--- src/rtl/scl_presc_pkg.sv ---
// Shared constants for the SCL prescaler.
// Assumes the phase count is even so the two halves are equal.
package scl_presc_pkg;
    localparam int PHASES    = 22;
    localparam int HALF      = PHASES / 2;
    localparam int PHASE_W   = $clog2(PHASES);
    typedef logic [PHASE_W-1:0] phase_t;
endpackage

--- src/rtl/scl_stage_div.sv ---
// Programmable pulse divider: emits one output pulse per (limit+1) input pulses.
// Assumes limit may change between pulses; a count at or above the limit wraps at once.
module scl_stage_div #(
    parameter int W = 2
) (
    input  logic         clk,
    input  logic         rst_n,
    input  logic         en,
    input  logic         in_pulse,
    input  logic [W-1:0] limit,
    output logic         out_pulse
);
    logic [W-1:0] cnt;

    // Output fires on the input pulse that completes a group.
    always_comb begin
        out_pulse = en && in_pulse && (cnt >= limit);
    end

    // Count input pulses, clearing on reset, disable or group end.
    always_ff @(posedge clk) begin
        if (!rst_n || !en) begin
            cnt <= '0;
        end else if (in_pulse) begin
            cnt <= out_pulse ? '0 : cnt + 1'b1;
        end
    end
endmodule

--- src/rtl/scl_phase_ctr.sv ---
// Modulo-PHASES position counter splitting an SCL period into low and high halves.
// Assumes adv is a single-clock pulse already gated by enable and stretch.
module scl_phase_ctr
    import scl_presc_pkg::*;
(
    input  logic   clk,
    input  logic   rst_n,
    input  logic   en,
    input  logic   adv,
    output phase_t pos,
    output logic   wrap,
    output logic   high_half
);
    localparam phase_t LAST = phase_t'(PHASES - 1);

    // Strobe on the tick that ends the period; half flag from position.
    always_comb begin
        wrap      = adv && (pos == LAST);
        high_half = (pos >= phase_t'(HALF));
    end

    // Advance position per tick, wrapping after the last phase.
    always_ff @(posedge clk) begin
        if (!rst_n || !en) begin
            pos <= '0;
        end else if (adv) begin
            pos <= wrap ? '0 : pos + 1'b1;
        end
    end


    pos_range_chk: assert property (@(posedge clk) disable iff (!rst_n)
        pos < phase_t'(PHASES));


    pos_hold_chk: assert property (@(posedge clk) disable iff (!rst_n)
        (en && !adv) |=> $stable(pos));
endmodule

--- src/rtl/scl_prescaler.sv ---
// Top of the SCL prescaler: latches divisors while idle, cascades the coarse and
// fine stages, suppresses ticks during clock stretching and tracks the phase.
// Assumes scl_in is already synchronised to clk.
module scl_prescaler
    import scl_presc_pkg::*;
#(
    parameter int A_W = 2,
    parameter int B_W = 6
) (
    input  logic           clk,
    input  logic           rst_n,
    input  logic           enable,
    input  logic           busy,
    input  logic [A_W-1:0] div_a,
    input  logic [B_W-1:0] div_b,
    input  logic           scl_release,
    input  logic           scl_in,
    output logic           phase_tick,
    output logic           period_strobe,
    output logic           scl_high_phase
);
    logic [A_W-1:0] a_q;
    logic [B_W-1:0] b_q;
    logic           tick_a;
    logic           tick_b;
    logic           stall;
    phase_t         pos;

    // Capture divisor settings only while the engine is idle.
    always_ff @(posedge clk) begin
        if (!rst_n) begin
            a_q <= '0;
            b_q <= '0;
        end else if (!busy) begin
            a_q <= div_a;
            b_q <= div_b;
        end
    end

    scl_stage_div #(.W(A_W)) u_stage_a (
        .clk(clk), .rst_n(rst_n), .en(enable), .in_pulse(1'b1),
        .limit(a_q), .out_pulse(tick_a)
    );

    scl_stage_div #(.W(B_W)) u_stage_b (
        .clk(clk), .rst_n(rst_n), .en(enable), .in_pulse(tick_a),
        .limit(b_q), .out_pulse(tick_b)
    );

    // A stretch is the line held low after the engine has let it go.
    always_comb begin
        stall      = scl_release && !scl_in;
        phase_tick = tick_b && !stall;
    end

    scl_phase_ctr u_phase (
        .clk(clk), .rst_n(rst_n), .en(enable), .adv(phase_tick),
        .pos(pos), .wrap(period_strobe), .high_half(scl_high_phase)
    );


    strobe_with_tick_chk: assert property (@(posedge clk) disable iff (!rst_n)
        period_strobe |-> phase_tick);


    idle_quiet_chk: assert property (@(posedge clk) disable iff (!rst_n)
        !enable |-> (!phase_tick && !period_strobe));


    stretch_quiet_chk: assert property (@(posedge clk) disable iff (!rst_n)
        (scl_release && !scl_in) |-> !phase_tick);


    div_hold_chk: assert property (@(posedge clk) disable iff (!rst_n)
        busy |=> ($stable(a_q) && $stable(b_q)));
endmodule

--- config.mk ---
export PLATFORM = sky130hd
export DESIGN_NAME = scl_prescaler
export DESIGN_NICKNAME = d
export VERILOG_FILES = /design/src/rtl/scl_presc_pkg.sv /design/src/rtl/scl_stage_div.sv /design/src/rtl/scl_phase_ctr.sv /design/src/rtl/scl_prescaler.sv
export SDC_FILE = /design/constraint.sdc
export NUM_CORES = 1
export LEC_CHECK = 0
export BUFFER_PORTS_ARGS = -buffer_cell sky130_fd_sc_hd__buf_4
export CAP_MARGIN = 10
export CORE_MARGIN = 4
export CORE_UTILIZATION = 60
export CTS_CLUSTER_DIAMETER = 120
export CTS_CLUSTER_SIZE = 16
export DETAILED_ROUTE_END_ITERATION = 10
export GPL_TIMING_DRIVEN = 0
export PLACE_DENSITY = 0.91
export SYNTH_ARGS = -nofsm -noshare
export SYNTH_HDL_FRONTEND = slang
export SYNTH_HIERARCHICAL = 1
export SYNTH_SLANG_ARGS = --single-unit
--- constraint.sdc ---
create_clock -name clk -period 8.8 [get_ports clk]
set_clock_uncertainty 0.2 [all_clocks]
set_input_delay 0.44 -clock clk [delete_from_list [all_inputs] [get_ports clk]]
set_output_delay 0.44 -clock clk [all_outputs]
set_load 0.05 [all_outputs]
==> flow_summary.ini, run 1 <==
[power]
pwr-share-clk_pct = 27.0
p_total_mw = 0.1654
internal-power_mw = 0.1254
power-per-cell-area_nw_per_um2 = 118.6
power.leakage_nw = 0.5866
vdd_drop_max_mv = 0.1314
power_switching_mw = 0.04005
power_frac_seq_pct = 59.8
swShare_pct = 24.21
power.share.combinational_pct = 13.1

[drt]
length_of_routed_met3_wiring_microns = 87
wirelength_microns = 2381
met1_length_microns = 919
wl_per_cell_microns = 13.53
detailedRoute.firstIterationViolations = 8
wl_met2_microns = 1309
dr_total_vias = 995
dr.max_layer_used = met4
drtAntennaViolNets = 0
detail_route.vias_per_cell = 5.653
drt_drc_violations_left = 0
first_pass_iters = 4

[hold_path]
hold_path.startpoint = div_b[1]
holdPathEnd = b_q[1]
hold-path-cell-count = 3
hold_path.class = in -> reg

[cts]
postCtsSetupRepairBufs = 0
cts_buffers = 3
cts.htree.levels = 1
clock_insertion_delay_worst_skew_ps = 300
ctsResizeCount = 0
clock_tree_from_tritoncts = yes
clockRootBuffer = sky130_fd_sc_hd__clkbuf_4
cts_hold_buffers = 0
clock-sinks = 21
clk_path_buf_depth = 2
clk_pin_slew_worst_paths_ps = 110

[timing]
slew_headroom_pct = 37.04
timing.final.crit_share_pct = 47.28
timing.final.crit_period_ps = 4160
worst_slack_ps = 4640
hold_viol = 0
setup_viol = 0
final_max_slew_viol_count = 0
achievable-frequency_ghz = 0.2404
rsz_0062_raised_after_global_routing = false
final.setup.tns_ps = 0
worst_pin_slew_ps = 936.1

[yosys]
synthesis.instances = 128
postSynthAreaPerCell_sq_um = 9.443
synth.cell_area_sq_um = 1209
ys_warnings = 6
postSynthRegisterBits = 21
synth-seq-area-share_pct = 34.78
synth.distinct_cells = 39

[placement]
post_dp_cell_area_sq_um = 1368
routability_cong = 0.8547
place.detailed.hpwl_microns = 1915
port-buffer-count = 15
pre_cts_ws_ps = 5005

[worst_setup_path]
critical_path.startpoint_type = flip-flop
required_ps = 8160
path_max_fanout = 9
reg2reg_from = u_stage_a/cnt[0]
depth_of_the_most_critical_reg_to_reg_path = 12
path_class = reg -> out
reg2reg_setup_slack_ps = 5390
worst_setup_path_end_kind = primary output
arrival_ps = 3520
timing.rr.end = u_phase/pos[1]

[floorplanning]
starting_density_of_the_core_pct = 66.39
boundaryPins = 17
core_area_sq_um = 1821
die_area_sq_um = 2796
die_width_microns = 52.88
number_of_rows_created_at_floorplan = 15
chipHeight_microns = 52.88

[cells_and_area]
diode_insertion_count_for_antenna_repair = 0
finish.net_count = 177
drive_above_1_share_pct = 18.54
multi_input_area_sq_um = 734.5
area.sequential_sq_um = 420.4
layout-area-overhead-vs-synth_pct = 15.42
layout_fillers = 147
final_cell_area_sq_um = 1395
fin_util_pct = 76.63

[global_routing]
grt_pass1_wl_microns = 4077
grt.overflow.total = 0
grt_use_total_pct = 19.96
first_global_vias = 976
grt_start_max_net_pins = 14
grt_antenna_before_repair = 0

[run_status]
status = finished clean

[run]
max-cap-violations = 0
[metal layers]
| layer | track usage [%] | up-vias |
|---|---|---|
| li1 | - | 492 |
| met1 | 20.97 | 471 |
| met2 | 37.81 | 26 |
| met3 | 2.535 | 6 |
| met4 | 10.64 | 0 |
| met5 | 0 | - |
[sequential cells by signal, indices dropped and copies added, names as in the netlist]
signal	flops
a_q	2
b_q	6
u_phase/pos	5
u_stage_a/cnt	2
u_stage_b/cnt	6
[layout make-up]
type                    instances  area share (%)
clock inverters                 1          0.3587
repair buffers                 15           8.072
inverters                      14           3.767
plain buffers                   2           1.166
well taps                      25           2.242
flip-flops and latches         21           30.13
clock buffers                   3           1.614
multi-input cells              95           52.65
[placed cells by master (no fill, tap or decap), types with 2 or more instances in the layout]
cell / n
sky130_fd_sc_hd__o32ai_1: 2
sky130_fd_sc_hd__o21ai_0: 2
sky130_fd_sc_hd__dfxtp_1: 21
sky130_fd_sc_hd__ha_1: 11
sky130_fd_sc_hd__nand2_1: 7
sky130_fd_sc_hd__mux2i_1: 8
sky130_fd_sc_hd__xnor2_1: 2
sky130_fd_sc_hd__clkbuf_4: 3
sky130_fd_sc_hd__a21oi_1: 5
sky130_fd_sc_hd__nor3_1: 7
sky130_fd_sc_hd__inv_1: 14
sky130_fd_sc_hd__nand4_1: 5
sky130_fd_sc_hd__xor2_1: 5
sky130_fd_sc_hd__buf_4: 15
sky130_fd_sc_hd__conb_1: 5
sky130_fd_sc_hd__nand2b_1: 2
sky130_fd_sc_hd__nor2_1: 2
sky130_fd_sc_hd__nor2b_1: 10
sky130_fd_sc_hd__nand4b_1: 2
[how the worst max path moves through the flow]
stage,startpoint,slack [ps],end
3_5_place_dp,u_stage_a/cnt[0],5000,period_strobe
2_1_floorplan,u_stage_a/cnt[0],4330,period_strobe
6_report,u_stage_a/cnt[0],4640,period_strobe
5_1_grt,u_stage_a/cnt[0],4340,period_strobe
3_3_place_gp,u_stage_a/cnt[0],5110,period_strobe
4_1_cts,u_stage_a/cnt[0],4640,period_strobe
[per-stage QoR]
stage / hold WS [ps] / instances
final: 190.8 / 176
after global routing: 189.5 / 176
after CTS: 189.8 / 176
after detailed placement: 312.6 / 172
after global placement: 301.9 / 172
after floorplan: 281.0 / 132
[worst max-delay path, stage by stage, from the launching register on]
cell and delay (ps):
sky130_fd_sc_hd__dfxtp_1 380, sky130_fd_sc_hd__inv_1 80, sky130_fd_sc_hd__ha_1 280, sky130_fd_sc_hd__nor2b_2 50
sky130_fd_sc_hd__o21ai_0 140, sky130_fd_sc_hd__and3_1 160, sky130_fd_sc_hd__buf_2 180, sky130_fd_sc_hd__o211ai_1 170
sky130_fd_sc_hd__a31oi_4 260, sky130_fd_sc_hd__a21boi_0 790, sky130_fd_sc_hd__nand2_2 170, sky130_fd_sc_hd__nor3_4 310
sky130_fd_sc_hd__buf_4 250
[logic make-up (layout without fill, tap and decap cells)]
group           after synthesis  in the layout  share of synthesized area, %
mux                           8              8                         6.626
compound gates               21             21                         14.18
fa+ha+maj                    11             11                         11.39
simple gates                 43             43                         21.95
other cells                   1              5                        0.3103
xor+xnor                      7              7                         5.073
buf+inv                      16             35                         5.693
flops                        21             21                         34.78
[cells in the mapped netlist (all sizes together)]
| master | n | area share [%] |
|---|---|---|
| o21a | 1 | 0.62 |
| nand2 | 8 | 2.7 |
| and4b | 1 | 0.83 |
| nor2b | 11 | 5.9 |
| o221ai | 1 | 1.2 |
| conb | 1 | 0.31 |
| or3b | 1 | 0.72 |
| o2111ai | 2 | 2.0 |
| xnor2 | 2 | 1.4 |
| a21boi | 1 | 0.62 |
| a21o | 1 | 0.62 |
| o22ai | 1 | 0.52 |
| o32ai | 2 | 1.4 |
| and3b | 1 | 0.72 |
| mux2i | 8 | 6.6 |
| nand4 | 5 | 2.6 |
| inv | 14 | 4.3 |
| ha | 11 | 11 |
| o211ai | 1 | 0.62 |
| nor2 | 2 | 0.62 |
| a31oi | 1 | 1.8 |
| dfxtp | 21 | 35 |
| o21ai | 3 | 1.2 |
| xor2 | 5 | 3.6 |
| and3 | 1 | 0.52 |
| a21oi | 6 | 2.8 |
| nor3 | 8 | 4.2 |
| nand2b | 2 | 1.0 |
| nand4b | 2 | 1.4 |
| or2b | 1 | 0.62 |
| a211o | 1 | 0.72 |
| buf | 2 | 1.3 |
[power by group through the flow]
stage / logic, mW / registers (mW) / clock network (mW)
6_report: 0.0217 / 0.0990 / 0.0447
5_1_grt: 0.0245 / 0.0994 / 0.0505
4_1_cts: 0.0218 / 0.0991 / 0.0466
3_5_place_dp: 0.0217 / 0.101 / 0
3_3_place_gp: 0.0204 / 0.101 / 0
2_1_floorplan: 0.0138 / 0.101 / 0
Power figures use the tool's default switching activity.
==> run 2: changes to the inputs <==
- ABC_AREA: not set -> 1
- CORE_UTILIZATION: 60 -> 56
- PLACE_DENSITY: 0.91 -> 0.86
- clock period: 8.8 -> 4.1 ns (I/O delays scaled with it)
==> flow_summary.ini, run 2 <==
[placement]
post_dp_cell_area_sq_um = 1464
port-buffer-count = 15
routability_cong = 0.7459
place.detailed.hpwl_microns = 1642
pre_cts_ws_ps = 1342

[cts]
cts_hold_buffers = 14
ctsResizeCount = 0
clock-sinks = 21
clock_tree_from_tritoncts = yes
cts.htree.levels = 1
clock_insertion_delay_worst_skew_ps = 300
clk_path_buf_depth = 2
clk_pin_slew_worst_paths_ps = 120
postCtsSetupRepairBufs = 0
cts_buffers = 3
clockRootBuffer = sky130_fd_sc_hd__clkbuf_4

[yosys]
yosys.cell_count.top_type = sky130_fd_sc_hd__nand2_1
synthesis.instances = 195
synth_top_flop_cell = sky130_fd_sc_hd__dfxtp_1
postSynthRegisterBits = 21
ys_warnings = 6
synth_enable_flop_cells = 0
post-synth-top-area-cell = sky130_fd_sc_hd__dfxtp_1
area_share_of_the_leading_cell_type_in_the_synthesized_netlist_pct = 32.21
postSynthAreaPerCell_sq_um = 6.692
netlist_top_cells_area = sky130_fd_sc_hd__dfxtp_1 (32%), sky130_fd_sc_hd__nand2_1 (16%), sky130_fd_sc_hd__inv_1 (11%), sky130_fd_sc_hd__ha_1 (11%), sky130_fd_sc_hd__nor2_1 (8.9%)
netlist_top_cells_count = sky130_fd_sc_hd__nand2_1 (55), sky130_fd_sc_hd__inv_1 (38), sky130_fd_sc_hd__nor2_1 (31)
synth.cell_area_sq_um = 1305
synth.distinct_cells = 22
synth-async-reset-ratio_pct = 0
synth-seq-area-share_pct = 32.21

[global_routing]
grt_start_max_net_pins = 12
grt_pass1_wl_microns = 4657
grt_antenna_before_repair = 0
first_global_vias = 1125
grt_use_total_pct = 18.13
grt.overflow.total = 0

[cells_and_area]
fin_util_pct = 73.70
layout_fillers = 168
layout-area-overhead-vs-synth_pct = 24.93
drive_above_1_share_pct = 14.29
final_common_cell = sky130_fd_sc_hd__nand2_1
final_cell_area_sq_um = 1630
finish.net_count = 257
biggestRegsByFlops = b_q (6), u_stage_b/cnt (6), u_phase/pos (5)
highest_count_cells_in_the_layout_ignoring_fill_and_taps = sky130_fd_sc_hd__nand2_1 (55), sky130_fd_sc_hd__inv_1 (38), sky130_fd_sc_hd__nor2_1 (31), sky130_fd_sc_hd__dfxtp_1 (21), sky130_fd_sc_hd__buf_4 (15)
diode_insertion_count_for_antenna_repair = 0

[floorplanning]
die_area_sq_um = 3167
core_area_sq_um = 2212
number_of_rows_created_at_floorplan = 17
die_width_microns = 56.28
starting_density_of_the_core_pct = 58.99
boundaryPins = 17
chipHeight_microns = 56.28

[timing]
worst_pin_slew_ps = 611.9
timing.final.crit_period_ps = 3108
rsz_0062_raised_after_global_routing = false
final_max_slew_viol_count = 0
hold_viol = 0
achievable-frequency_ghz = 0.3218
worst_slack_ps = 992.5
slew_headroom_pct = 58.84
setup_viol = 0
final.setup.tns_ps = 0
timing.final.crit_share_pct = 75.79

[worst_setup_path]
reg2reg_from = u_stage_a/cnt[0]
setup_crit_end = period_strobe
depth_of_the_most_critical_reg_to_reg_path = 16
arrival_ps = 2700
critical_path.startpoint_type = flip-flop
worst_setup_path_end_kind = primary output
path_class = reg -> out
required_ps = 3690
crit_path_top_delay_cell = sky130_fd_sc_hd__a21boi_0
cp_max_stage_delay_ps = 510
timing.rr.end = u_phase/pos[4]
timing.critical_path.cells = inv_1, ha_1, nand2_1, nand3_1, nand2_1, inv_2, nand2_1, inv_1, nand2_1, inv_1, a21boi_0, nand2_2, inv_2, nand3_4, inv_1, buf_4
first_element_of_the_critical_path = u_stage_a/cnt[0]
reg2reg_setup_slack_ps = 1480
path_max_fanout = 7

[drt]
dr_total_vias = 1192
first_pass_iters = 5
detailedRoute.firstIterationViolations = 27
wl_per_cell_microns = 9.965
drtAntennaViolNets = 0
wirelength_microns = 2581
drt_drc_violations_left = 0
detail_route.vias_per_cell = 4.602

[power]
swShare_pct = 26.25
power.leakage_nw = 0.8709
vdd_drop_max_mv = 0.2611
power_frac_seq_pct = 55.6
power_switching_mw = 0.1013
power-per-cell-area_nw_per_um2 = 236.8
pwr-share-clk_pct = 25.8
power.share.combinational_pct = 18.7
internal-power_mw = 0.2847

[run_status]
status = finished clean

[hold_path]
hold_path.class = in -> reg
hold-path-cell-count = 5

[run]
max-cap-violations = 0
[run 2: worst min-delay path by stage]
stage / startpoint / endpoint / slack [ps]
3_3_place_gp: div_b[1] / b_q[1] / 230
6_report: enable / u_stage_b/cnt[1] / 70
2_1_floorplan: div_a[0] / a_q[0] / 130
3_5_place_dp: div_b[1] / b_q[1] / 230
5_1_grt: rst_n / b_q[1] / 70
4_1_cts: enable / u_stage_b/cnt[1] / 70
[run 2: stage by stage]
stage	instances	hold WS, ps	total power [mW]
floorplan	198	134.4	0.2587
global placement	241	227.4	0.2745
detailed placement	241	229.3	0.2755
CTS	259	65.51	0.3855
global route	259	72.41	0.4075
finish	259	69.44	0.3860
[run 2: critical path, delay by kind of cell, from the launching register on]
family / cells / cell delay, ps
and+or+nand+nor: 7 / 570
buffers and inverters: 7 / 650
DFF: 1 / 390
AOI/OAI and AO/OA: 1 / 510
adders and majority gates: 1 / 270
[run 2: layout make-up]
class	count	area [sq um]	area share, %
repair buffers	29	252.7	15.50
inverters	41	153.9	9.440
plain buffers	3	41.29	2.533
multi-input cells	133	700.7	42.98
flip-flops and latches	21	420.4	25.79
well taps	28	35.03	2.149
clock buffers	4	26.28	1.612
[run 2: power groups by stage]
| stage | sequential (mW) | combinational, mW | clock, mW |
|---|---|---|---|
| after global routing | 0.215 | 0.0815 | 0.111 |
| final | 0.214 | 0.0720 | 0.0995 |
| after floorplan | 0.218 | 0.0404 | 0 |
| after global placement | 0.219 | 0.0556 | 0 |
| after detailed placement | 0.219 | 0.0565 | 0 |
| after CTS | 0.214 | 0.0684 | 0.103 |
[run 2: cell families (layout without fill, tap and decap cells)]
group	count (synthesis)	in the layout	share of synthesized area, %
other	1	4	0.2874
AO/OA/AOI/OAI	4	4	2.205
adder cells (fa/ha/maj)	11	11	10.55
XOR/XNOR	5	5	3.356
flip-flops	21	21	32.21
buffers and inverters	44	77	14.96
AND/OR/NAND/NOR	109	109	36.43
[run 2: metal layers]
| metal | GRT usage (%) | wire (microns) | up-vias |
|---|---|---|---|
| met4 | 5.424 | 74 | 0 |
| met1 | 21.79 | 1123 | 509 |
| met2 | 31.72 | 1297 | 27 |
| li1 | - | - | 646 |
| met5 | 0 | 0 | - |
| met3 | 4.368 | 85 | 10 |
==> run 3: changes to the inputs <==
- ABC_AREA: 1 -> 0
- CORE_UTILIZATION: 56 -> 50
- PLACE_DENSITY: 0.86 -> 0.82
- clock period: 4.1 -> 2.8 ns (I/O delays scaled with it)
==> flow_summary.ini, run 3 (same netlist as run 1, synthesis figures left out) <==
[run_status]
status = finished clean

[cells_and_area]
finish.net_count = 210
biggestRegsByFlops = b_q (6), u_stage_b/cnt (6), u_phase/pos (5)
layout-area-overhead-vs-synth_pct = 45.13
diode_insertion_count_for_antenna_repair = 0
multi_input_area_sq_um = 767.0
fin_cells = 212
highest_count_cells_in_the_layout_ignoring_fill_and_taps = sky130_fd_sc_hd__dlygate4sd3_1 (25), sky130_fd_sc_hd__buf_4 (22), sky130_fd_sc_hd__dfxtp_1 (18), sky130_fd_sc_hd__inv_1 (12)
final_common_cell = sky130_fd_sc_hd__dlygate4sd3_1
layout_fillers = 145
area.sequential_sq_um = 424.2
drive_above_1_share_pct = 23.37
final_cell_area_sq_um = 1754

[timing]
setup_viol = 0
timing.final.crit_period_ps = 2743
timing.final.crit_share_pct = 97.96
rsz_0062_raised_after_global_routing = true
achievable-frequency_ghz = 0.3646
final_max_slew_viol_count = 0
hold_viol = 0
final.setup.tns_ps = 0

[drt]
length_of_routed_met3_wiring_microns = 124
detail_route.vias_per_cell = 5.505
met1_length_microns = 1384
dr.max_layer_used = met4
wl_per_cell_microns = 16.11
dr_total_vias = 1167
drtAntennaViolNets = 0
wl_met2_microns = 1809
first_pass_iters = 4
detailedRoute.firstIterationViolations = 26
wirelength_microns = 3415
drt_drc_violations_left = 0

[cts]
cts_buffers = 3
clock_insertion_delay_worst_skew_ps = 310
clk_pin_slew_worst_paths_ps = 120
clock_tree_from_tritoncts = yes
cts.htree.levels = 1
clock-sinks = 21
clockRootBuffer = sky130_fd_sc_hd__clkbuf_4
clk_path_buf_depth = 2

[power]
vdd_drop_max_mv = 0.3098
power.leakage_nw = 0.7421
power-per-cell-area_nw_per_um2 = 332.7
p_total_mw = 0.5836

[worst_setup_path]
required_ps = 2460
path_max_fanout = 4
reg2reg_setup_slack_ps = 250
arrival_ps = 2400
depth_of_the_most_critical_reg_to_reg_path = 13
path_class = reg -> out
reg2reg_from = u_stage_a/cnt[0]
worst_setup_path_end_kind = primary output
timing.rr.end = u_phase/pos[3]
critical_path.startpoint_type = flip-flop

[placement]
post-place-cells = 175
routability_cong = 0.8056
port-buffer-count = 15
post_dp_cell_area_sq_um = 1390
place.detailed.hpwl_microns = 1762

[global_routing]
grt.overflow.total = 0
grt_use_total_pct = 20.32
first_global_vias = 1130
grt_antenna_before_repair = 0
grt_pass1_wl_microns = 5195
grt_start_max_net_pins = 14

[floorplanning]
core_area_sq_um = 2255
boundaryPins = 17
starting_density_of_the_core_pct = 53.61
die_width_microns = 57.17
number_of_rows_created_at_floorplan = 17
chipHeight_microns = 57.17
die_area_sq_um = 3268

[hold_path]
hold-path-cell-count = 3
hold_path.startpoint = rst_n
hold_path.class = in -> reg
holdPathEnd = u_phase/pos[1]

[run]
max-cap-violations = 0
## run 3: critical path, stage by stage (launching register included)
cell and delay, ps:
sky130_fd_sc_hd__dfxtp_2 370, sky130_fd_sc_hd__inv_2 50, sky130_fd_sc_hd__ha_4 260, sky130_fd_sc_hd__nor2b_4 40
sky130_fd_sc_hd__o21ai_2 130, sky130_fd_sc_hd__and3_1 180, sky130_fd_sc_hd__buf_6 110, sky130_fd_sc_hd__o211ai_1 120
sky130_fd_sc_hd__a31oi_4 180, sky130_fd_sc_hd__a21boi_4 210, sky130_fd_sc_hd__nand2_2 90, sky130_fd_sc_hd__nor3_4 140
sky130_fd_sc_hd__buf_6 180
## run 3: final cells by class
class	instances	area share (%)
Sequential cell	21	24.18
Tap cell	28	1.997
Clock buffer	4	1.498
Multi-Input combinational cell	95	43.72
Buffer	2	1.284
Inverter	14	2.996
Timing Repair Buffer	48	24.32
## run 3: where the power goes
group | internal [mW] | total, mW | switching (mW)
Combinational | 0.0681 | 0.116 | 0.0483
Clock | 0.0556 | 0.154 | 0.0981
Sequential | 0.307 | 0.313 | 0.00649
## run 3: per-stage QoR
| stage | hold slack, ps | setup slack, ps | util [%] |
|---|---|---|---|
| floorplan | 68.17 | 6.309 | - |
| global placement | 193.4 | 46.24 | 61.65 |
| detailed placement | 203.2 | 20.64 | 61.65 |
| CTS | 1.554 | 8.812 | 75.14 |
| global route | 9.475 | -68.53 | 77.80 |
| finish | 9.768 | 57.07 | 77.80 |
## run 3: routing by layer
layer  vias to the layer above  track usage (%)
li1                        563                -
met1                       554            23.83
met2                        36            37.68
met3                        14            3.167
met4                         0            5.960
met5                         -                0
## run 3: what timing repair did
item                                    in CTS  in global routing
endpoints found under the hold margin       12                  0
buffers inserted                             3                  5
pin swaps                                    1                  4
endpoints found under the setup margin       2                  3
hold buffers                                25                  0
resized for setup                            2                  7
## run 3: how the worst max path moves through the flow
stage | from | end | cells after the start
finish | u_stage_a/cnt[0] | period_strobe | 12
CTS | u_stage_a/cnt[0] | period_strobe | 12
floorplan | u_stage_b/cnt[0] | u_phase/pos[1] | 9
detailed placement | u_stage_a/cnt[0] | period_strobe | 12
global route | u_stage_a/cnt[0] | period_strobe | 12
global placement | u_stage_a/cnt[0] | period_strobe | 12
